[src/rtl/hzd_pkg.sv]
package hzd_pkg;
  typedef enum logic [2:0] {
    OP_RR = 3'd0,
    OP_RM = 3'd1,
    OP_LD = 3'd2,
    OP_ST = 3'd3,
    OP_BR = 3'd4
  } op_class_e;
endpackage

[src/rtl/hzd_rst_sync.sv]
module hzd_rst_sync #(
  parameter int STAGES = 2
) (
  input  logic clk,
  input  logic rst_n,
  output logic rst_n_sync
);
  logic [STAGES-1:0] sync_q;

  always_ff @(posedge clk or negedge rst_n) begin
    if (!rst_n) sync_q <= '0;
    else        sync_q <= {sync_q[STAGES-2:0], 1'b1};
  end

  assign rst_n_sync = sync_q[STAGES-1];
endmodule

[src/rtl/hzd_detect.sv]
module hzd_detect
  import hzd_pkg::*;
#(
  parameter int REG_W = 5,
  parameter int CNT_W = 2,
  parameter int LOAD_BASE_LEN = 1,
  parameter int ALU_DATA_LEN = 1,
  parameter int ALU_BASE_LEN = 2
) (
  input  logic             prod_valid,
  input  op_class_e        prod_cls,
  input  logic [REG_W-1:0] prod_dst,
  input  logic             cons_valid,
  input  op_class_e        cons_cls,
  input  logic [REG_W-1:0] cons_base,
  input  logic [REG_W-1:0] cons_data,
  output logic [CNT_W-1:0] stall_len
);
  logic prod_is_ld, prod_is_alu;
  logic cons_base_rd, cons_data_rd;
  logic base_hit, data_hit;

  always_comb begin
    prod_is_ld   = prod_valid && (prod_cls == OP_LD);
    prod_is_alu  = prod_valid && ((prod_cls == OP_RR) || (prod_cls == OP_RM));
    cons_base_rd = cons_valid && ((cons_cls == OP_LD) || (cons_cls == OP_ST) ||
                                  (cons_cls == OP_BR) || (cons_cls == OP_RM));
    cons_data_rd = cons_valid && (cons_cls == OP_ST);
    base_hit     = cons_base_rd && (cons_base == prod_dst);
    data_hit     = cons_data_rd && (cons_data == prod_dst);

    if (prod_is_alu && base_hit)      stall_len = CNT_W'(ALU_BASE_LEN);
    else if (prod_is_alu && data_hit) stall_len = CNT_W'(ALU_DATA_LEN);
    else if (prod_is_ld && base_hit)  stall_len = CNT_W'(LOAD_BASE_LEN);
    else                              stall_len = '0;
  end
endmodule

[src/rtl/hzd_stall_timer.sv]
module hzd_stall_timer #(
  parameter int CNT_W = 2,
  parameter int MAX_LEN = 2
) (
  input  logic             clk,
  input  logic             rst_n,
  input  logic [CNT_W-1:0] req_len,
  output logic             stall,
  output logic             busy
);
  logic [CNT_W-1:0] cnt_q, cnt_d;
  logic             cnt_en, start;

  always_comb begin
    busy   = (cnt_q != '0);
    start  = !busy && (req_len != '0);
    cnt_en = busy || start;
    cnt_d  = cnt_q;
    if (busy)       cnt_d = cnt_q - 1'b1;
    else if (start) cnt_d = req_len - 1'b1;
  end

  always_ff @(posedge clk or negedge rst_n) begin
    if (!rst_n)      cnt_q <= '0;
    else if (cnt_en) cnt_q <= cnt_d;
  end

  assign stall = cnt_en;

  AST_CNT_BOUND: assert property (@(posedge clk) disable iff (!rst_n)
    int'(cnt_q) < MAX_LEN);
  AST_LONG_SUSTAIN: assert property (@(posedge clk) disable iff (!rst_n)
    (!busy && req_len > 1) |=> (busy && stall));
  AST_SHORT_RELEASE: assert property (@(posedge clk) disable iff (!rst_n)
    (!busy && req_len == 1) |=> !busy);
endmodule

[src/rtl/hzd_stall_ctrl.sv]
module hzd_stall_ctrl
  import hzd_pkg::*;
#(
  parameter int REG_W = 5,
  parameter int LOAD_BASE_LEN = 1,
  parameter int ALU_DATA_LEN = 1,
  parameter int ALU_BASE_LEN = 2,
  parameter int SYNC_STAGES = 2
) (
  input  logic             clk,
  input  logic             rst_n,
  input  logic             prod_valid,
  input  logic [2:0]       prod_class,
  input  logic [REG_W-1:0] prod_dst,
  input  logic             cons_valid,
  input  logic [2:0]       cons_class,
  input  logic [REG_W-1:0] cons_base,
  input  logic [REG_W-1:0] cons_data,
  output logic             hold,
  output logic             bubble
);
  localparam int MAX_A   = (LOAD_BASE_LEN > ALU_DATA_LEN) ? LOAD_BASE_LEN : ALU_DATA_LEN;
  localparam int MAX_LEN = (ALU_BASE_LEN > MAX_A) ? ALU_BASE_LEN : MAX_A;
  localparam int CNT_W   = $clog2(MAX_LEN + 1);

  logic             rst_n_i;
  logic [CNT_W-1:0] stall_len;
  logic             stall, busy;
  op_class_e        prod_cls, cons_cls;

  assign prod_cls = op_class_e'(prod_class);
  assign cons_cls = op_class_e'(cons_class);

  hzd_rst_sync #(.STAGES(SYNC_STAGES)) u_rst (
    .clk(clk), .rst_n(rst_n), .rst_n_sync(rst_n_i)
  );

  hzd_detect #(
    .REG_W(REG_W), .CNT_W(CNT_W), .LOAD_BASE_LEN(LOAD_BASE_LEN),
    .ALU_DATA_LEN(ALU_DATA_LEN), .ALU_BASE_LEN(ALU_BASE_LEN)
  ) u_det (
    .prod_valid(prod_valid), .prod_cls(prod_cls), .prod_dst(prod_dst),
    .cons_valid(cons_valid), .cons_cls(cons_cls), .cons_base(cons_base),
    .cons_data(cons_data), .stall_len(stall_len)
  );

  hzd_stall_timer #(.CNT_W(CNT_W), .MAX_LEN(MAX_LEN)) u_tmr (
    .clk(clk), .rst_n(rst_n_i), .req_len(stall_len), .stall(stall), .busy(busy)
  );

  assign hold   = stall;
  assign bubble = stall;

  AST_RR_NO_STALL: assert property (@(posedge clk) disable iff (!rst_n_i)
    (!busy && cons_valid && cons_class == 3'd0) |-> !hold);
  AST_NO_PRODUCER: assert property (@(posedge clk) disable iff (!rst_n_i)
    (!busy && (!prod_valid || prod_class == 3'd3 || prod_class == 3'd4)) |-> !hold);
  AST_BUSY_HOLDS: assert property (@(posedge clk) disable iff (!rst_n_i)
    busy |-> (hold && bubble));
endmodule

[config.mk]
export PLATFORM = sky130hd
export DESIGN_NAME = hzd_stall_ctrl
export DESIGN_NICKNAME = d
export VERILOG_FILES = /design/src/rtl/hzd_pkg.sv /design/src/rtl/hzd_rst_sync.sv /design/src/rtl/hzd_detect.sv /design/src/rtl/hzd_stall_timer.sv /design/src/rtl/hzd_stall_ctrl.sv
export SDC_FILE = /design/constraint.sdc
export NUM_CORES = 1
export LEC_CHECK = 0
export BUFFER_PORTS_ARGS = -buffer_cell sky130_fd_sc_hd__buf_2
export CAP_MARGIN = 20
export CORE_AREA = 2 2 39 41
export DETAILED_ROUTE_END_ITERATION = 10
export DIE_AREA = 0 0 41 43
export PLACE_DENSITY = 0.55
export SYNTH_ARGS = -nofsm -noshare
export SYNTH_HDL_FRONTEND = slang
export SYNTH_SLANG_ARGS = --single-unit
export TNS_END_PERCENT = 1
[constraint.sdc]
create_clock -name clk -period 1.95 [get_ports clk]
set_input_delay 0.0975 -clock clk [delete_from_list [all_inputs] [get_ports clk]]
set_output_delay 0.0975 -clock clk [all_outputs]
set_load 0.02 [all_outputs]
==> results of run 1 <==
[power by group through the flow]
stage               Clock, mW  Sequential (mW)  Combinational (mW)
global route            0.115           0.0868              0.0637
global placement            0           0.0878              0.0554
detailed placement          0           0.0877              0.0553
floorplan                   0           0.0875              0.0221
CTS                     0.111           0.0867              0.0575
finish                  0.104           0.0866              0.0566
[registers in the layout, indices dropped and copies added (netlist names)]
signal and cells:
u_tmr.cnt_q 2, u_rst.sync_q 2
[per-layer routing]
metal,GRT usage [%],vias up,share of wire [%]
met5,0,-,0
met3,4.712,0,11
met2,12.81,18,43
met1,11.76,131,46
li1,-,168,-
met4,2.000,0,0
[through the flow]
step                instances  setup WS, ns
floorplan                  32        0.6114
global placement           73        0.6739
detailed placement         73        0.6138
CTS                        77        0.6134
global route               77        0.4903
finish                     77        0.6457
[logic make-up after synthesis]
| group | share of synthesized area, % |
|---|---|
| XOR/XNOR | 31.95 |
| buffers and inverters | 3.734 |
| flip-flops | 33.20 |
| other | 1.244 |
| AND/OR/NAND/NOR | 23.24 |
| AO/OA/AOI/OAI | 6.639 |
[how the worst max path moves through the flow]
stage / end / slack (ns) / cells past startpoint
after global routing: hold / 0.49 / 6
after detailed placement: hold / 0.61 / 6
after global placement: hold / 0.67 / 6
final: hold / 0.65 / 6
after floorplan: hold / 0.61 / 5
after CTS: hold / 0.61 / 6
[layout by cell type (no fill, tap or decap), drive strengths merged, types with 2 or more instances in the layout]
| cell type | Yosys | final |
|---|---|---|
| buf | 1 | 26 |
| dfrtp | 4 | 4 |
| xnor2 | 2 | 2 |
| clkbuf | 0 | 3 |
| xor2 | 9 | 9 |
| nor2 | 2 | 2 |
[critical path, delay by kind of cell]
kind	cells	cell delay [ns]
AO/OA/AOI/OAI	1	0.19
XOR/XNOR	1	0.15
buffers and inverters	2	0.32
AND/OR/NAND/NOR	2	0.45
[layout make-up]
cell class,count,area (sq um)
fill,158,907.1
multi-input combinational,26,190.2
timing repair buffer,27,140.1
sequential,4,100.1
clock buffer,3,22.52
tap,16,20.02
inverter,1,3.754
==> impl_metrics.csv, run 1 <==
group,metric,value,unit
timing,finClkSkew,0.002297,ns
synth,synthTopCellsByArea,"dfrtp_1 33%, xor2_1 26%, xnor2_1 5.8%",
synth,syn_nets,57,
power_and_ir_drop,ir_worst_vdd,0.0002099,V
routing,wire_per_inst,9.195,um
critical_path,startpoint,"prod_dst[4]",
synth,post-synth-top-area-fraction,33.20,%
routing,drc_errors,0,
global_routing,antenna_found_initial,0,
critical_path,r2r-start,"u_tmr.cnt_q[0]",
min_path,hp-class,"register to asynchronous set/reset pin",
finish,diodes,0,
critical_path,cp.required,1.85,ns
global_routing,overflow,0,
routing,antenna_left,0,
placed_design,gp_congestion,0.7046,
routing,dr.pass1.iters,3,
synth,syn_area,301.5,sq um
global_routing,grt_max_degree,5,
timing,whs,0.02486,ns
timing,hold_viol,0,
critical_path,critical_path.cell_chain,"buf_2 -> xor2_1 -> nor4_1 -> nand4_1 -> o21ai_1 -> buf_2",
critical_path,rr_worst_depth,2,
synth,syn_inst,32,
critical_path,crit_type,"input port to primary output",
die,io_pins,27,
synth,synth_cell_types,19,
clock_tree,cts_buffer_depth,2,
finish,fin_nets,88,
critical_path,r2r_end,"u_tmr.cnt_q[0]",
timing,fin_crit,1.304,ns
placed_design,dpl_cell_area,444.2,sq um
global_routing,grtUsageTotal,8.981,%
synth,synth.yosys.seq_area_share,33.20,%
finish,syn2layout_area_growth,58.09,%
finish,drive_gt1_share,47.54,%
critical_path,cpMostUsedCell,"buf_2",
power_and_ir_drop,p_sw,0.05957,mW
clock_tree,cts_root_buf,"clkbuf_4",
die,core,1384,sq um
critical_path,end_kind,"primary output",
die,die_h,43,um
global_routing,grt_pass1_vias,287,
power_and_ir_drop,combPwrFrac,22.9,%
routing,via_per_inst,4.117,
clock_tree,cts.clk_slew.worst_paths,0.04,ns
flow_run,drv_cap,0,
clock_tree,cts_tree,"built",
die,start_util,21.79,%
critical_path,cp-start-kind,"input port",
timing,fin_setup_tns,0,ns
power_and_ir_drop,leakage,0.2413,nW
die,fp-row-count,14,
routing,dr_total_vias,317,
synth,synth_top_cells_by_count,"9 x xor2_1, 4 x dfrtp_1, 2 x nor2_1, 2 x xnor2_1",
clock_tree,htree_levels,1,
routing,wirelength,708,um
synth,ys_seq_elements,4,
timing,finalCritPeriodShare,66.89,%
synth,synth_top_area_cell,"dfrtp_1",
placed_design,dp_hpwl,594.6,um
finish,final_util,34.45,%
placed_design,io_buffers,26,
power_and_ir_drop,p_int,0.1872,mW
clock_tree,hold_buffers,1,
clock_tree,postCtsSetupBuffers,0,
routing,dr.first_iter.drc_count,6,
clock_tree,cts_buffers,3,
clock_tree,clock-sinks,4,
critical_path,cp_max_fo,2,
global_routing,grt_pass1_wl,1.069,mm
power_and_ir_drop,pwr-share-clk,42.0,%
timing,setup-violations-final,0,
critical_path,cp.arrival,1.21,ns
critical_path,r2r_slack,0.81,ns
die,die_x,41,um
power_and_ir_drop,power.density,517.7,nW/um^2
clock_tree,clk_latency,0.23,ns
synth,yosys_most_used_dff,"dfrtp_1",
critical_path,cpPeakStageDelay,0.30,ns
synth,synth_warnings,0,
power_and_ir_drop,p_sw_share,24.14,%
clock_tree,postCtsResizedCells,0,
finish,fin_area,476.7,sq um
synth,synth_edf_count,0,
synth,synth-async-reset-ratio,100.0,%
run_status,status,"finished, final reports clean",
critical_path,cp_slowest_cell,"nor4_1",
timing,rsz0062_at_grt,"no",
power_and_ir_drop,pwr-share-seq,35.1,%
timing,timing.fmax,766.7,MHz
synth,synth_most_common_cell,"xor2_1",
synth,syn_area_per_cell,9.423,sq um
timing,drv_slew,0,
die,die_area,1763,sq um
power_and_ir_drop,finalPower,0.2468,mW
Power figures use the tool's default switching activity.
==> inputs of run 2 (changes only) <==
--- a/config.mk
+++ b/config.mk
@@ -5,12 +5,13 @@
 export SDC_FILE = /design/constraint.sdc
 export NUM_CORES = 1
 export LEC_CHECK = 0
+export ABC_AREA = 1
 export BUFFER_PORTS_ARGS = -buffer_cell sky130_fd_sc_hd__buf_2
 export CAP_MARGIN = 20
 export CORE_AREA = 2 2 39 41
 export DETAILED_ROUTE_END_ITERATION = 10
 export DIE_AREA = 0 0 41 43
-export PLACE_DENSITY = 0.55
+export PLACE_DENSITY = 0.61
 export SYNTH_ARGS = -nofsm -noshare
 export SYNTH_HDL_FRONTEND = slang
 export SYNTH_SLANG_ARGS = --single-unit
==> constraint.sdc (replaced) <==
create_clock -name clk -period 1.2 [get_ports clk]
set_input_delay 0.06 -clock clk [delete_from_list [all_inputs] [get_ports clk]]
set_output_delay 0.06 -clock clk [all_outputs]
set_load 0.02 [all_outputs]
==> impl_metrics.csv, run 2 <==
group,metric,value,unit
die,die_x,41,um
routing,dr_total_vias,448,
global_routing,grtUsageTotal,11.22,%
critical_path,cp.required,1.14,ns
clock_tree,clk_latency,0.23,ns
routing,dr.first_iter.drc_count,2,
die,die_area,1763,sq um
die,core,1384,sq um
critical_path,critical_path.cell_chain,"nor2_1 -> nand3_1 -> buf_2",
critical_path,cp.arrival,0.98,ns
critical_path,cp-start-kind,"register",
synth,synth_cell_types,14,
synth,yosys_most_used_dff,"dfrtp_1",
clock_tree,htree_levels,1,
clock_tree,cts_buffer_depth,2,
routing,via_per_inst,4.073,
critical_path,cp_num_buf_inv,1,
routing,wire_per_inst,7.264,um
synth,ys_seq_elements,4,
timing,hold_viol,0,
die,io_pins,27,
synth,synth_top_cells_by_count,"24 x nand2_1, 14 x inv_1, 7 x nor2_1",
run_status,status,"finished, final reports clean",
placed_design,io_buffers,26,
clock_tree,cts.clk_slew.worst_paths,0.04,ns
timing,drv_slew,0,
clock_tree,clock-sinks,4,
timing,rsz0062_at_grt,"no",
critical_path,cpPeakStageDelay,0.39,ns
critical_path,cp_slowest_cell,"dfrtp_1",
synth,synth-async-reset-ratio,100.0,%
synth,post-synth-top-area-fraction,26.58,%
synth,synth_warnings,0,
clock_tree,postCtsSetupBuffers,0,
synth,syn_inst,65,
clock_tree,cts_buffers,3,
finish,syn2layout_area_growth,46.51,%
finish,drive_gt1_share,32.98,%
clock_tree,cts_root_buf,"clkbuf_4",
routing,drc_errors,0,
finish,reg.largest.list,"u_rst.sync_q: 2 flops, u_tmr.cnt_q: 2 flops",
clock_tree,cts_tree,"built",
finish,final_cells,110,
global_routing,grt_pass1_vias,410,
finish,layout_common_cells,"26 x buf_2, 24 x nand2_1, 14 x inv_1",
power_and_ir_drop,power.density,737.5,nW/um^2
die,start_util,27.22,%
finish,diodes,0,
timing,finalCritPeriodShare,86.84,%
global_routing,grt_max_degree,4,
min_path,hp-class,"register to asynchronous set/reset pin",
power_and_ir_drop,leakage,0.3615,nW
global_routing,overflow,0,
flow_run,drv_cap,0,
timing,timing.fmax,959.6,MHz
timing,fin_crit,1.042,ns
routing,antenna_left,0,
global_routing,grt_pass1_wl,1.359,mm
timing,finClkSkew,0.003988,ns
critical_path,end_kind,"primary output",
die,die_h,43,um
critical_path,startpoint,"u_tmr.cnt_q[0]",
synth,synth_most_common_cell,"nand2_1",
placed_design,gp_congestion,0.7591,
synth,syn_nets,90,
timing,fin_setup_tns,0,ns
synth,syn_area_per_cell,5.794,sq um
synth,synth_top_area_cell,"dfrtp_1",
synth,synthTopCellsByArea,"dfrtp_1 27%, nand2_1 24%, inv_1 14%",
routing,dr.pass1.iters,3,
die,fp-row-count,14,
routing,wirelength,799,um
finish,fin_nets,121,
critical_path,r2r-start,"u_tmr.cnt_q[1]",
placed_design,dp_cells,106,
placed_design,dp_hpwl,710.5,um
power_and_ir_drop,ir_worst_vdd,0.0005393,V
critical_path,r2r_slack,0.59,ns
critical_path,cp_max_fo,3,
finish,fill_cells,166,
finish,layout_commonest_cell,"buf_2",
critical_path,crit_family,"flip-flops",
synth,synth_edf_count,0,
global_routing,antenna_found_initial,0,
timing,setup-violations-final,0,
synth,syn_area,376.6,sq um
critical_path,crit_type,"register to primary output",
synth,synth.yosys.seq_area_share,26.58,%
==> run 2: what timing repair did <==
| action | 4_1_cts | 5_1_grt |
|---|---|---|
| resized for setup | 0 | 0 |
| hold buffers | 1 | 0 |
| setup endpoints to repair | 0 | 0 |
| endpoints found under the hold margin | 2 | 0 |
==> run 2: metal layers <==
layer | vias up | part of all wire (%) | global-route usage, %
met5 | - | 0 | 0
met4 | 0 | 0 | 2.000
met3 | 0 | 10 | 6.283
met2 | 17 | 48 | 18.44
met1 | 185 | 41 | 12.17
li1 | 246 | - | -
==> run 2: path summary, 6_finish.rpt <==
| check | to | cells after the start |
|---|---|---|
| worst max-delay path | bubble | 3 |
| worst min-delay path | u_tmr.cnt_q[1] | 0 |
| worst max register to register | u_tmr.cnt_q[0] | 2 |
| worst min register to register | u_tmr.cnt_q[1] | 0 |
| max in group asynchronous | u_rst.sync_q[1] | 2 |
| min in group clk | u_tmr.cnt_q[0] | 5 |
==> run 2: power breakdown <==
group / switching (mW) / internal (mW)
clock network: 0.0504 / 0.111
registers: 0.00166 / 0.139
logic: 0.0505 / 0.0536
total: 0.103 / 0.304
==> run 2: per-stage QoR <==
stage	hold slack, ns	setup WS, ns	area [sq um]	utilization (%)	total power [mW]
after global placement	-0.1550	0.2491	519.2	37.52	0.2438
after global routing	0.03416	0.05224	551.8	39.87	0.4465
after CTS	0.02208	0.1341	551.8	39.87	0.4178
final	0.01806	0.1579	551.8	39.87	0.4070
after floorplan	-0.2356	0.2316	376.6	-	0.1891
after detailed placement	-0.1532	0.2427	519.2	37.52	0.2456
==> run 2: final cells by class <==
class	count	area [sq um]	share of cell area, %
Sequential cell	4	100.1	18.14
Timing Repair Buffer	27	140.1	25.40
Tap cell	16	20.02	3.628
Multi-Input combinational cell	46	216.5	39.23
Clock buffer	3	22.52	4.082
Inverter	14	52.55	9.524
==> run 2: cell families (layout without fill, tap and decap cells) <==
kind of cell	after synthesis	after routing	synth area share [%]
AND/OR/NAND/NOR	37	37	39.87
buffers and inverters	15	44	15.95
XOR/XNOR	5	5	11.63
flip-flops	4	4	26.58
AO/OA/AOI/OAI	3	3	4.981
other	1	1	0.9957
==> inputs of run 3 (changes only) <==
--- a/config.mk
+++ b/config.mk
@@ -6,12 +6,12 @@
 export NUM_CORES = 1
 export LEC_CHECK = 0
 export ABC_AREA = 1
-export BUFFER_PORTS_ARGS = -buffer_cell sky130_fd_sc_hd__buf_2
 export CAP_MARGIN = 20
 export CORE_AREA = 2 2 39 41
 export DETAILED_ROUTE_END_ITERATION = 10
 export DIE_AREA = 0 0 41 43
-export PLACE_DENSITY = 0.61
+export DONT_BUFFER_PORTS = 1
+export PLACE_DENSITY = 0.44
 export SYNTH_ARGS = -nofsm -noshare
 export SYNTH_HDL_FRONTEND = slang
 export SYNTH_SLANG_ARGS = --single-unit
==> impl_metrics.csv, run 3 (synthesized netlist as in run 2, its figures left out) <==
group,metric,value,unit
run_status,status,"finished, final reports clean",
clock_tree,clock-sinks,4,
routing,wire_per_inst,8.143,um
timing,setup-violations-final,0,
finish,drive_gt1_share,8.824,%
clock_tree,clk_latency,0.23,ns
timing,finClkSkew,0.0005131,ns
global_routing,grt_max_degree,4,
finish,fin_area,426.7,sq um
timing,rsz0062_at_grt,"no",
critical_path,cp.required,1.14,ns
clock_tree,cts_buffer_depth,2,
critical_path,cp_slowest_cell,"dfrtp_1",
routing,dr.first_iter.drc_count,3,
critical_path,rr_worst_depth,2,
routing,via_per_inst,4.155,
timing,fin_crit,1.052,ns
finish,fin_nets,95,
die,io_pins,27,
finish,layout_commonest_cell,"nand2_1",
power_and_ir_drop,leakage,0.2630,nW
critical_path,end_kind,"primary output",
die,start_util,27.22,%
flow_run,drv_cap,0,
finish,seq_area,100.1,sq um
global_routing,grtUsageTotal,9.246,%
placed_design,gp_congestion,0.5972,
critical_path,cp_num_buf_inv,0,
finish,fill_cells,167,
timing,hold_viol,0,
placed_design,dpl_cell_area,389.1,sq um
die,core,1384,sq um
critical_path,crit_cells,2,
critical_path,r2r_end,"u_tmr.cnt_q[0]",
critical_path,r2r-start,"u_tmr.cnt_q[1]",
finish,reg.largest.list,"u_rst.sync_q: 2 flops, u_tmr.cnt_q: 2 flops",
clock_tree,htree_levels,1,
critical_path,critical_path.cell_chain,"nor2_1 -> nand3_2",
clock_tree,cts_tree,"built",
global_routing,grt_pass1_vias,373,
routing,wirelength,684,um
finish,layout_common_cells,"24 x nand2_1, 14 x inv_1, 7 x nor2_1",
clock_tree,cts_root_buf,"clkbuf_4",
global_routing,antenna_found_initial,0,
critical_path,cp_max_fo,3,
critical_path,crit_family,"flip-flops",
clock_tree,cts.clk_slew.worst_paths,0.04,ns
timing,fin_setup_tns,0,ns
finish,diodes,0,
die,die_area,1763,sq um
finish,multi_input_area,221.5,sq um
die,die_h,43,um
critical_path,cp-start-kind,"register",
routing,dr.pass1.iters,4,
placed_design,dp_hpwl,623.7,um
die,fp-row-count,14,
critical_path,r2r_slack,0.58,ns
timing,drv_slew,0,
power_and_ir_drop,ir_worst_vdd,0.0002845,V
critical_path,crit_type,"register to primary output",
die,die_x,41,um
critical_path,cpPeakStageDelay,0.39,ns
routing,antenna_left,0,
finish,syn2layout_area_growth,13.29,%
clock_tree,postCtsSetupBuffers,0,
global_routing,grt_pass1_wl,1.117,mm
critical_path,setup.worst_path.end,"hold",
min_path,hp-class,"register to asynchronous set/reset pin",
power_and_ir_drop,power.density,834.7,nW/um^2
critical_path,startpoint,"u_tmr.cnt_q[1]",
routing,drc_errors,0,
global_routing,overflow,0,
timing,finalCritPeriodShare,87.69,%
timing,timing.fmax,950.3,MHz
timing,whs,0.01953,ns
critical_path,cp.arrival,0.99,ns
clock_tree,cts_buffers,3,
routing,dr_total_vias,349,
placed_design,io_buffers,0,
==> run 3: changes by cell type in the layout (fill, tap and decap cells not counted) <==
cell / previous run / this run
nand3_2: 0 / 1
nand3_1: 2 / 1
buf_2: 26 / 0
==> run 3: final cells by class <==
type / instances / area share, %
Inverter: 14 / 12.32
Clock buffer: 3 / 5.279
Sequential cell: 4 / 23.46
Multi-Input combinational cell: 46 / 51.91
Timing Repair Buffer: 1 / 2.346
Tap cell: 16 / 4.692
==> run 3: repair_timing <==
item,4_1_cts,5_1_grt
resized for setup,0,1
hold buffers,1,0
endpoints found under the setup margin,0,2
endpoints found under the hold margin,2,0
==> run 3: through the flow <==
step	setup slack, ns	util (%)	total power, mW	instances
floorplan	0.2316	-	0.1891	65
global placement	0.2153	28.12	0.1958	80
detailed placement	0.2586	28.12	0.1966	80
CTS	0.05897	30.47	0.3683	84
global route	0.08163	30.83	0.3903	84
finish	0.1478	30.83	0.3561	84
==> run 3: worst min path at each step <==
stage	startpoint	endpoint
after floorplan	rst_n	u_rst.sync_q[0]
after global placement	rst_n	u_rst.sync_q[0]
after detailed placement	rst_n	u_rst.sync_q[0]
after CTS	u_rst.sync_q[1]	u_tmr.cnt_q[1]
after global routing	u_rst.sync_q[1]	u_tmr.cnt_q[1]
final	u_rst.sync_q[1]	u_tmr.cnt_q[1]
==> run 3: where the power goes <==
| group | internal, mW | switching [mW] |
|---|---|---|
| Combinational | 0.0272 | 0.0289 |
| Clock | 0.111 | 0.0480 |
| Sequential | 0.139 | 0.00154 |
==> run 3: layer usage <==
metal	up-vias	GRT usage (%)	part of all wire, %
met5	-	0	0
met4	0	4.667	0
met3	0	3.141	8.8
met2	15	16.25	49
met1	142	8.710	42
li1	192	-	-
